`src/rtl/fprobe_pkg.sv`:
```
package fprobe_pkg;
  localparam int ID_BYTES  = 9;
  localparam int SN_BYTES  = 8;
  localparam int MFR_POS   = 6;
  localparam int DENS_POS  = 7;
  localparam int FLAG_POS  = 8;
  localparam logic [7:0] OP_ID    = 8'h9F;
  localparam logic [7:0] OP_SN    = 8'hC3;
  localparam logic [7:0] MFR_CODE = 8'hC2;
  localparam logic [7:0] DENS_LO  = 8'h21;
  localparam logic [7:0] DENS_HI  = 8'h26;
  localparam logic [7:0] FILL     = 8'h00;
  localparam int MIN_LOG2  = 14;
  localparam int WIDE_LOG2 = 16;
  localparam int SIZE_W    = MIN_LOG2 + int'(DENS_HI - DENS_LO) + 1;

  typedef enum logic [2:0] {
    ST_IDLE, ST_ID_CMD, ST_ID_RD, ST_CHECK, ST_SN_CMD, ST_SN_RD
  } pst_e;
endpackage

```
`src/rtl/fprobe_seq.sv`:
```
module fprobe_seq
  import fprobe_pkg::*;
#(
  parameter int IDN = ID_BYTES,
  parameter int SNN = SN_BYTES,
  localparam int CW = $clog2(IDN + 1)
) (
  input  logic          clk,
  input  logic          rst_n,
  input  logic          start,
  input  logic          bx_done,
  input  logic          chk_ok,
  input  logic          sn_want,
  output logic          spi_cs_n,
  output logic          bx_req,
  output logic [7:0]    bx_tx,
  output logic          rd_fire,
  output logic [CW-1:0] rd_idx,
  output logic          rd_sn,
  output logic          probe_clr,
  output logic          fin_ok,
  output logic          fin_err
);
  pst_e          st;
  logic [CW-1:0] cnt;
  logic          fire;

  always_comb begin
    bx_req    = (st == ST_ID_CMD) || (st == ST_ID_RD) ||
                (st == ST_SN_CMD) || (st == ST_SN_RD);
    spi_cs_n  = !bx_req;
    bx_tx     = (st == ST_ID_CMD) ? OP_ID : (st == ST_SN_CMD) ? OP_SN : FILL;
    fire      = bx_req && bx_done;
    rd_fire   = fire && ((st == ST_ID_RD) || (st == ST_SN_RD));
    rd_sn     = (st == ST_SN_RD);
    rd_idx    = cnt;
    probe_clr = start && (st == ST_IDLE);
    fin_err   = (st == ST_CHECK) && !chk_ok;
    fin_ok    = ((st == ST_CHECK) && chk_ok && !sn_want) ||
                ((st == ST_SN_RD) && fire && (cnt == CW'(SNN - 1)));
  end

  always_ff @(posedge clk) begin
    if (!rst_n) begin
      st  <= ST_IDLE;
      cnt <= '0;
    end else begin
      case (st)
        ST_IDLE:   if (start) begin st <= ST_ID_CMD; cnt <= '0; end
        ST_ID_CMD: if (fire) begin st <= ST_ID_RD; cnt <= '0; end
        ST_ID_RD:
          if (fire) begin
            if (cnt == CW'(IDN - 1)) st <= ST_CHECK;
            else cnt <= cnt + 1'b1;
          end
        ST_CHECK:
          if (!chk_ok) st <= ST_IDLE;
          else if (sn_want) st <= ST_SN_CMD;
          else st <= ST_IDLE;
        ST_SN_CMD: if (fire) begin st <= ST_SN_RD; cnt <= '0; end
        ST_SN_RD:
          if (fire) begin
            if (cnt == CW'(SNN - 1)) st <= ST_IDLE;
            else cnt <= cnt + 1'b1;
          end
        default: st <= ST_IDLE;
      endcase
    end
  end


  req_hold_chk: assert property (@(posedge clk) disable iff (!rst_n)
    (bx_req && !bx_done) |=> (bx_req && $stable(bx_tx)));

  cs_req_chk: assert property (@(posedge clk) disable iff (!rst_n)
    bx_req |-> !spi_cs_n);

  idx_range_chk: assert property (@(posedge clk) disable iff (!rst_n)
    rd_fire |-> (int'(rd_idx) < IDN));
endmodule

```
`src/rtl/fprobe_idcap.sv`:
```
module fprobe_idcap
  import fprobe_pkg::*;
#(
  parameter int IDN = ID_BYTES,
  parameter int SW  = SIZE_W,
  localparam int CW = $clog2(IDN + 1)
) (
  input  logic          clk,
  input  logic          rst_n,
  input  logic          cap_en,
  input  logic [CW-1:0] cap_idx,
  input  logic [7:0]    din,
  output logic          chk_ok,
  output logic          sn_want,
  output logic [SW-1:0] size_bytes,
  output logic [1:0]    addr_len
);
  logic [7:0] mfr_q, dens_q, flag_q;
  logic [7:0] shamt;
  logic       in_range;

  always_ff @(posedge clk) begin
    if (!rst_n) begin
      mfr_q  <= '0;
      dens_q <= '0;
      flag_q <= '0;
    end else if (cap_en) begin
      if (cap_idx == CW'(MFR_POS))  mfr_q  <= din;
      if (cap_idx == CW'(DENS_POS)) dens_q <= din;
      if (cap_idx == CW'(FLAG_POS)) flag_q <= din;
    end
  end

  always_comb begin
    in_range   = (dens_q >= DENS_LO) && (dens_q <= DENS_HI);
    chk_ok     = (mfr_q == MFR_CODE) && in_range;
    sn_want    = (flag_q != 8'h00);
    shamt      = dens_q - DENS_LO + 8'(MIN_LOG2);
    size_bytes = chk_ok ? (SW'(1) << shamt) : '0;
    if (!chk_ok) addr_len = 2'd0;
    else if (size_bytes > SW'(1 << WIDE_LOG2)) addr_len = 2'd3;
    else addr_len = 2'd2;
  end
endmodule

```
`src/rtl/fprobe_snreg.sv`:
```
module fprobe_snreg #(
  parameter int SNN = 8,
  localparam int QW = 8 * SNN
) (
  input  logic          clk,
  input  logic          rst_n,
  input  logic          clr,
  input  logic          shift_en,
  input  logic [7:0]    din,
  output logic [QW-1:0] q
);
  always_ff @(posedge clk) begin
    if (!rst_n || clr) q <= '0;
    else if (shift_en) q <= {q[QW-9:0], din};
  end
endmodule

```
`src/rtl/fram_probe.sv`:
```
module fram_probe
  import fprobe_pkg::*;
#(
  parameter int IDN = ID_BYTES,
  parameter int SNN = SN_BYTES,
  parameter int SW  = SIZE_W,
  localparam int CW = $clog2(IDN + 1),
  localparam int QW = 8 * SNN
) (
  input  logic          clk,
  input  logic          rst_n,
  input  logic          start,
  input  logic          bx_done,
  input  logic [7:0]    bx_rx,
  output logic          bx_req,
  output logic [7:0]    bx_tx,
  output logic          spi_cs_n,
  output logic          id_valid,
  output logic          id_error,
  output logic [SW-1:0] mem_bytes,
  output logic [1:0]    addr_bytes,
  output logic [QW-1:0] serial
);
  logic          chk_ok, sn_want, rd_fire, rd_sn, probe_clr, fin_ok, fin_err;
  logic [CW-1:0] rd_idx;
  logic [SW-1:0] dec_size;
  logic [1:0]    dec_addr;

  fprobe_seq #(.IDN(IDN), .SNN(SNN)) u_seq (
    .clk(clk), .rst_n(rst_n), .start(start), .bx_done(bx_done),
    .chk_ok(chk_ok), .sn_want(sn_want), .spi_cs_n(spi_cs_n),
    .bx_req(bx_req), .bx_tx(bx_tx), .rd_fire(rd_fire), .rd_idx(rd_idx),
    .rd_sn(rd_sn), .probe_clr(probe_clr), .fin_ok(fin_ok), .fin_err(fin_err)
  );

  fprobe_idcap #(.IDN(IDN), .SW(SW)) u_idcap (
    .clk(clk), .rst_n(rst_n), .cap_en(rd_fire && !rd_sn), .cap_idx(rd_idx),
    .din(bx_rx), .chk_ok(chk_ok), .sn_want(sn_want),
    .size_bytes(dec_size), .addr_len(dec_addr)
  );

  fprobe_snreg #(.SNN(SNN)) u_snreg (
    .clk(clk), .rst_n(rst_n), .clr(probe_clr), .shift_en(rd_fire && rd_sn),
    .din(bx_rx), .q(serial)
  );

  always_ff @(posedge clk) begin
    if (!rst_n || probe_clr) begin
      id_valid   <= 1'b0;
      id_error   <= 1'b0;
      mem_bytes  <= '0;
      addr_bytes <= '0;
    end else if (fin_ok) begin
      id_valid   <= 1'b1;
      mem_bytes  <= dec_size;
      addr_bytes <= dec_addr;
    end else if (fin_err) begin
      id_error   <= 1'b1;
    end
  end


  excl_flags_chk: assert property (@(posedge clk) disable iff (!rst_n)
    !(id_valid && id_error));

  valid_hold_chk: assert property (@(posedge clk) disable iff (!rst_n)
    (id_valid && !start) |=> id_valid);

  addr_len_chk: assert property (@(posedge clk) disable iff (!rst_n)
    id_valid |-> ((addr_bytes == 2'd3) == (int'(mem_bytes) > 65536)));

  err_zero_chk: assert property (@(posedge clk) disable iff (!rst_n)
    id_error |-> (serial == '0 && mem_bytes == '0 && addr_bytes == 2'd0));
endmodule

```
`config.mk`:
```
export PLATFORM = sky130hd
export DESIGN_NAME = fram_probe
export DESIGN_NICKNAME = d
export VERILOG_FILES = /design/src/rtl/fprobe_pkg.sv /design/src/rtl/fprobe_seq.sv /design/src/rtl/fprobe_idcap.sv /design/src/rtl/fprobe_snreg.sv /design/src/rtl/fram_probe.sv
export SDC_FILE = /design/constraint.sdc
export NUM_CORES = 1
export LEC_CHECK = 0
export ABC_AREA = 0
export ABC_CLOCK_PERIOD_IN_PS = 2600
export BUFFER_PORTS_ARGS = -buffer_cell sky130_fd_sc_hd__buf_2
export CAP_MARGIN = 20
export CORE_MARGIN = 8
export CORE_UTILIZATION = 54
export CTS_CLUSTER_DIAMETER = 30
export DETAILED_ROUTE_END_ITERATION = 10
export PLACE_DENSITY = 0.78
export SYNTH_ARGS = -nofsm -noshare
export SYNTH_HDL_FRONTEND = slang
export SYNTH_SLANG_ARGS = --single-unit
```
`constraint.sdc`:
```
create_clock -name clk -period 2.6 [get_ports clk]
set_input_delay 0.52 -clock clk [delete_from_list [all_inputs] [get_ports clk]]
set_output_delay 0.52 -clock clk [all_outputs]
set_load 0.02 [all_outputs]
```
* Word level (Yosys, flattened, before mapping)
Index checks and enable logic that the tools add are counted.
Word-level totals: register bits after elaboration 119, output and inout port bits 98, input port bits 12, logic and storage cells 92
Cells by class: bitwise gates (word level) 1, add/sub/neg operators 3, reductions and logical operators 33, equal/unequal tests 19, $lt $le $gt $ge 3, multiplexer cells 22, shift-type cells 1
Operators with widths (number):
- $mux W3 | 9
- $mux W4 | 6
- $gt A20 B17 Y1 const B | 1
- $mux W20 | 1
- $shl A1 B8 Y20 const A | 1
- $pmux W3 S6 | 1
- $mux W8 | 2
- $pmux W4 S4 | 1
- $ne A2 B1 Y1 const B | 7
- $reduce_and A7 Y1 | 2
- $logic_and A1 B1 Y1 | 12
- $add A8 B4 Y8 const B | 1
- $eq A4 B3 Y1 const B | 2
- $eq A8 B8 Y1 const B | 1
- $ge A8 B6 Y1 const B | 1
- $le A8 B6 Y1 const B | 1
- $reduce_and A2 Y1 | 4
- $reduce_bool A8 Y1 | 1
- $sub A8 B6 Y8 const B | 1
- $eq A3 B2 Y1 const B | 2
- $eq A3 B3 Y1 const B | 2
- $logic_or A1 B1 Y1 | 6
- $ne A2 B2 Y1 const B | 3
- $logic_not A1 Y1 | 5
- 9 further kinds | 9

* Depth between registers and ports, before layout
Gate-level depths: netlist of the first run.
word-level depth 10, gate-level depth with buffers 8, mapped depth without buffers 7

* Modules after synthesis
Synthesis of the first run repeated with hierarchy kept, for this count alone.
Second synthesis, totals: cell total of the unflattened synthesis 551, area, all modules 5328.9 µm²
Modules (own cells, without submodules):
- fprobe_snreg | seq. area each 1281.2 µm², cells an instance 207, instances 1, area an instance 2304.7 µm²
- fprobe_idcap | seq. area each 480.5 µm², cells an instance 181, instances 1, area an instance 1483.9 µm²
- fram_probe | seq. area each 480.5 µm², cells an instance 82, instances 1, area an instance 903.4 µm²
- fprobe_seq | seq. area each 140.1 µm², cells an instance 81, instances 1, area an instance 636.9 µm²

* Worst setup path before layout of the first run
Ideal clock, no wire load.
path type reg-to-output, start register u_seq.st[1], end output bx_tx[1], stages on the path, launching flop included 5, arrival 1.616 ns, path slack 0.464 ns, path buffers 2, data required time 2.080 ns, cell sequence dfxtp_1 buf_2 nor3_1 or2_2 buf_4
On the way: cells in the longest elaborated chain, start to end 3, elaborated cells between the ends (all ways) 4, those cells by class eq/ne (2); mux (2)
RTL lines:
- start, declared | RTL line fprobe_seq.sv:24 | pst_e st;
- start signal, assigned | RTL line fprobe_seq.sv:45 | st <= ST_IDLE;
- start signal, assigned | RTL line fprobe_seq.sv:49 | ST_IDLE: if (start) begin st <= ST_ID_CMD; cnt <= '0; end
- start signal, assigned | RTL line fprobe_seq.sv:50 | ST_ID_CMD: if (fire) begin st <= ST_ID_RD; cnt <= '0; end
- $eq A3 B3 Y1 | RTL line fprobe_seq.sv:32 | bx_tx = (st == ST_ID_CMD) ? OP_ID : (st == ST_SN_CMD) ? OP_SN : FILL;
- $mux W8 | RTL line fprobe_seq.sv:32
- $mux W8 (*) | RTL line fprobe_seq.sv:32
- end, declared | RTL line fram_probe.sv:16 | output logic [7:0] bx_tx,
Every way passes the cells marked *; elsewhere a longest branch is shown, timed or not.

* Worst setup path after layout of the first run
start register u_seq.st[1], end output bx_tx[0]
The elaborated chain is that of the path after synthesis.

==> results of run 1 <==
## cells in the mapped netlist (5+ instances only)
master / count / area [µm²]
a21oi_1: 70 / 350
o21ai_0: 8 / 40.0
nor2_1: 15 / 56.3
mux2i_1: 35 / 350
and3_1: 11 / 68.8
nand2_1: 150 / 563
buf_2: 11 / 55.1
dfxtp_1: 119 / 2380
buf_1: 7 / 26.3
buf_4: 5 / 37.5
ha_1: 7 / 87.6
nand3_1: 10 / 50.1
clkbuf_1: 18 / 67.6
inv_1: 8 / 30.0
a21boi_0: 6 / 45.0
nor2b_1: 27 / 169
## cell families (layout without fill, tap and decap cells)
family                   Yosys count  after routing
AO/OA/AOI/OAI                     99             99
other                              1              1
AND/OR/NAND/NOR                  252            252
buffers and inverters             50            153
multiplexers                      35             35
adder cells (fa/ha/maj)            7              7
flip-flops                       119            119
XOR/XNOR                           2              2
## layout make-up
class                   instances  area share [%]
flip-flops and latches        119            40.1
multi-input cells             396            37.5
repair buffers                113            10.2
clock buffers                  20            7.50
well taps                     108            2.27
clock inverters                12            2.00
inverters                       8           0.505
## critical path: stages (launching register included)
cell      delay (ns)
dfxtp_1         0.62
nand2b_1        0.25
nor2_1          0.06
or2_2           0.29
buf_2           0.17
## per-layer routing
metal	part of all wire, %	GRT usage [%]
met5	0	0
met4	0.90	7.12
met3	4.8	6.28
met2	49	29.6
met1	45	21.8
## power breakdown
| group | total (mW) | switching [mW] | internal [mW] |
|---|---|---|---|
| Clock | 2.18 | 0.853 | 1.33 |
| Combinational | 0.213 | 0.144 | 0.0690 |
| Sequential | 1.85 | 0.0166 | 1.83 |
## worst max-delay path by stage
stage	slack, ns	to	startpoint
2_1_floorplan	0.46	bx_tx[1]	u_seq.st[1]
3_5_place_dp	0.48	mem_bytes[12]	u_idcap.dens_q[0]
5_1_grt	0.05	bx_tx[0]	u_seq.st[1]
4_1_cts	0.17	bx_tx[7]	u_seq.st[1]
6_report	0.18	bx_tx[0]	u_seq.st[1]
3_3_place_gp	0.68	mem_bytes[12]	u_idcap.dens_q[0]
## per-stage QoR
stage,power [mW],hold slack [ns]
after floorplan,2.05,0.474
after global placement,2.09,0.438
after detailed placement,2.10,0.438
after CTS,4.27,0.278
after global routing,4.39,0.295
final,4.25,0.299
## state kept, by name, summed over array words and instances, names as in the netlist
name	cells
id_valid	1
u_seq.st	3
addr_bytes	2
u_idcap.dens_q	8
mem_bytes	20
u_snreg.q	64
u_idcap.mfr_q	8
id_error	1
u_idcap.flag_q	8
u_seq.rd_idx	4
==> metrics.txt, run 1 <==
DR iter-0 viols=266; critical path startpoint category=flip-flop; post-synthesis mux area share=7.25%; post-CTS sizing=0; die width=111 µm; most frequent cells in the layout=nand2_1, dfxtp_1, buf_2; GRT Util Overall=18.3%; area of the multi-input gates=2230 µm²; Fillers=719; area grow syn2layout=22.9%; Slew Limit Fails=0; Mapped Area=4830 µm²; Post-Layout Cell Count=776; Worst Slack Setup Final=0.175 ns; Finished Cell Area=5940 µm²; reg-to-reg critical path endpoint=mem_bytes[16]; post-synthesis cell count=565; Unique masters post-synth=48; setup bufs post-CTS=0; Chip Height=111 µm; final wirelength=11600 µm; # hold bufs at CTS=0; crit end category=primary output; Mapped Avg Cell Area=8.55 µm²; synthesized-area fraction occupied by and/or/nand/nor cells=24.9%; buffer depth of the longest clock path=2; Vias/cell=5.25; max_slew headroom=58.9%; ys async rst share=0%; first-pass GRT wire length=18900 µm; wire per inst=14.9 µm; IO Pins=110; RSZ-0062 raised after global routing=no; count of input and output buffers=108; fin crit period=2.42 ns; largest net degree at the start of global routing=68; power per standard cell area=715 nW/µm²; hold path endpoint=u_snreg.q[3]; Cell Count Post-Placement=744; register area share after synthesis=49.3%; Setup CP Type=flip-flop to primary output; diode count=0; total grt overflow=0; DRC=0; number of flops mapped to enable cells by yosys=0; Clk Tree Root Cell=clkbuf_8; CTS Buf Count=17; die area=12200 µm²; max-capacitance violation count=0; via count=4074; clk_lat worst skew=0.51 ns; initial core utilization=55.4%; Setup TNS=0 ns; Hold Crit Depth=3; register area=2380 µm²; leak pwr=2.54 nW; pre-CTS setup slack=0.484 ns; FMAX=0.412 GHz; Hold Crit Class=input port to flip-flop; largest family of logic cells by synthesized area=simple AND/OR/NAND/NOR gates; maximum VDD drop=0.000458 V; ANT nets after route=0; CP Max Fanout=16; final core occ=68.1%; R2R Setup Slk=0.42 ns; post-synthesis adder-cell area fraction=1.81%; Synth Flop Type=dfxtp_1; vias in the first global route=3841; clk_skew=0.00769 ns; H-tree lvl count=4; min-delay src=bx_rx[3]; final hold vios=0; initial antenna violation count=0; final setup fails=0; commonest non-fill, non-tap cell in the layout=nand2_1; post-place instance area=5380 µm²; WP data required=2.08 ns; worst slew pin tran=0.611 ns; Final #Nets=674; Post-DP HPWL=7830 µm; Synth Warn #=0; row count=34; Clock Pin Slew Worst Setup and Hold Paths=0.06 ns; R2R Path Start=u_idcap.dens_q[0]; layout cells sized above 1=23.5%; CTS tree=done; Syn Nets=584; Arr. time, crit path=1.90 ns; Sink Count=119; Core Box Area=8720 µm²; Synth Area in Compound Gates=11.6%; FF-to-FF path depth=7; Initial DRT Pass Iterations=4; Tcrit/Tclk final=93.3%; GP Congestion=0.842; #FFs+latches synth=119; post-synthesis xor/xnor area fraction=0.363%; status=finished clean
Note: power is estimated with default switching activity, not from simulation.
==> run 2: changes to the inputs <==
--- a/config.mk
+++ b/config.mk
@@ -7,13 +7,14 @@
 export LEC_CHECK = 0
 export ABC_AREA = 0
 export ABC_CLOCK_PERIOD_IN_PS = 2600
-export BUFFER_PORTS_ARGS = -buffer_cell sky130_fd_sc_hd__buf_2
 export CAP_MARGIN = 20
+export CORE_ASPECT_RATIO = 1.25
 export CORE_MARGIN = 8
-export CORE_UTILIZATION = 54
+export CORE_UTILIZATION = 57
 export CTS_CLUSTER_DIAMETER = 30
 export DETAILED_ROUTE_END_ITERATION = 10
-export PLACE_DENSITY = 0.78
+export DONT_BUFFER_PORTS = 1
+export PLACE_DENSITY = 0.72
 export SYNTH_ARGS = -nofsm -noshare
 export SYNTH_HDL_FRONTEND = slang
 export SYNTH_SLANG_ARGS = --single-unit
==> metrics.txt, run 2 (same netlist as run 1, synthesis figures left out) <==
Initial DRT Pass Iterations=4 (unchanged); initial antenna violation count=0 (unchanged); Clock Pin Slew Worst Setup and Hold Paths=0.06 ns (about the same); # hold bufs at CTS=0 (unchanged); Hold Crit Depth=2 (was 3); diode count=0 (unchanged); Sequential Power Share=45.3% (was 43.5%); clk_skew=0.00633 ns (was 0.00769 ns); leak pwr=1.94 nW (was 2.54 nW); Core Box Area=8240 µm² (was 8720 µm²); crit path cell chain=nand2b_1 -> nor2_1 -> or2_2 (was nand2b_1 -> nor2_1 -> or2_2 -> buf_2); setup bufs post-CTS=0 (unchanged); H-tree lvl count=4 (unchanged); power per standard cell area=759 nW/µm² (was 715 nW/µm²); Setup CP Type=flip-flop to primary output (unchanged); Comb power frac=4.2% (was 5.0%); power share of the clock group=50.4% (was 51.5%); die width=98.4 µm (was 111 µm); Vias/cell=5.56 (was 5.25); critical path startpoint category=flip-flop (unchanged); post-CTS sizing=0 (unchanged); largest register by flop count=u_snreg.q (unchanged); ANT nets after route=0 (unchanged); layout cells sized above 1=9.27% (was 23.5%); hold slack=0.138 ns (was 0.299 ns); CTS Buf Count=17 (unchanged); RSZ-0062 raised after global routing=no (unchanged); metal2 WL=4920 µm (was 5680 µm); DR iter-0 viols=259 (was 266); wire per inst=15.9 µm (was 14.9 µm); CP Max Fanout=16 (unchanged); Hold Crit Class=input port to flip-flop (unchanged); CTS tree=done (unchanged); GP Congestion=0.824 (was 0.842); maximum VDD drop=0.000582 V (was 0.000458 V); via count=3661 (was 4074); area grow syn2layout=11.2% (was 22.9%); commonest non-fill, non-tap cell in the layout=nand2_1 (unchanged); Slew Limit Fails=0 (unchanged); final wirelength=10500 µm (was 11600 µm); biggest regs=u_snreg.q (64), mem_bytes (20) (unchanged); vias in the first global route=3377 (was 3841); area of the multi-input gates=2230 µm² (about the same); flip-flop count of the largest register after layout=64 (unchanged); row count=37 (was 34); DRC=0 (unchanged); Final #Nets=567 (was 674); Sw Ratio=23.8% (was 23.9%); Top Layer Used=met4 (unchanged); Metal-1 WL=4400 µm (was 5220 µm); worst slew pin tran=0.662 ns (was 0.611 ns); final setup fails=0 (unchanged); FF-to-FF path depth=7 (unchanged); Switch Pwr=0.970 mW (was 1.01 mW); WP data required=2.08 ns (about the same); register area=2380 µm² (unchanged); largest net degree at the start of global routing=68 (unchanged); max-capacitance violation count=0 (unchanged); buffer depth of the longest clock path=2 (unchanged); fin crit period=2.49 ns (was 2.42 ns); crit end category=primary output (unchanged); total grt overflow=0 (unchanged); FMAX=0.402 GHz (was 0.412 GHz); count of input and output buffers=0 (was 108); final hold vios=0 (unchanged); die area=11700 µm² (was 12200 µm²); slowest stage delay, CP=0.45 ns (was 0.62 ns); Setup TNS=0 ns (unchanged); Tcrit/Tclk final=95.7% (was 93.3%); status=finished clean (unchanged); Fillers=708 (was 719); slowest cell on the critical path=dfxtp_1 (unchanged); most frequent cells in the layout=nand2_1, dfxtp_1, a21oi_1 (was nand2_1, dfxtp_1, buf_2); GRT Util Overall=18.1% (was 18.3%); Clk Tree Root Cell=clkbuf_8 (unchanged); Int Power=3.11 mW (was 3.23 mW); IO Pins=110 (unchanged); Chip Height=119 µm (was 111 µm); first-pass GRT wire length=17300 µm (was 18900 µm); initial core utilization=58.6% (was 55.4%); met3 WL post-DR=992 µm (was 558 µm); Post-DP HPWL=7290 µm (was 7830 µm); Sink Count=119 (unchanged); Arr. time, crit path=1.97 ns (was 1.90 ns); max_slew headroom=55.5% (was 58.9%); clk_lat worst skew=0.51 ns (about the same)
[run 2: per-stage QoR]
| step | setup WS, ns | std cells | utilization, % | power, mW | instance area, µm² |
|---|---|---|---|---|---|
| 2_1_floorplan | 0.464 | 565 | - | 2.05 | 4830 |
| 3_3_place_gp | 0.658 | 626 | 58.7 | 2.06 | 4830 |
| 3_5_place_dp | 0.538 | 626 | 58.7 | 2.06 | 4830 |
| 4_1_cts | 0.0688 | 658 | 65.2 | 4.12 | 5380 |
| 5_1_grt | 0.00218 | 658 | 65.2 | 4.24 | 5380 |
| 6_report | 0.113 | 658 | 65.2 | 4.08 | 5380 |
[run 2: routing by layer]
metal	GRT usage, %	vias to the layer above
met5	0	-
met4	8.95	0
met3	8.33	16
met2	28.1	103
met1	20.7	1686
li1	-	1856
[run 2: worst max-delay path, delay by kind of cell (launching register included)]
family | cells | cell delay [ns]
flip-flops | 1 | 0.45
AND/OR/NAND/NOR | 3 | 1.00
[run 2: path summary, 6_finish.rpt]
check,startpoint,endpoint,slack (ns)
hold reg to reg,u_idcap.mfr_q[1],u_idcap.mfr_q[1],0.52
setup / recovery,u_seq.st[1],bx_tx[0],0.11
setup reg to reg,u_idcap.dens_q[0],mem_bytes[15],0.50
hold / removal,bx_rx[0],u_snreg.q[0],0.14
[run 2: layout make-up]
type	count	area share (%)
sequential	119	44.3
clock inverter	13	1.84
clock buffer	19	8.22
timing repair buffer	6	1.30
inverter	8	0.559
multi-input combinational	396	41.5
tap	97	2.26
[run 2: power by group through the flow]
stage,logic [mW],registers (mW),clock network (mW)
5_1_grt,0.189,1.85,2.20
3_5_place_dp,0.173,1.89,0
6_report,0.173,1.85,2.06
2_1_floorplan,0.176,1.88,0
3_3_place_gp,0.170,1.89,0
4_1_cts,0.174,1.85,2.10
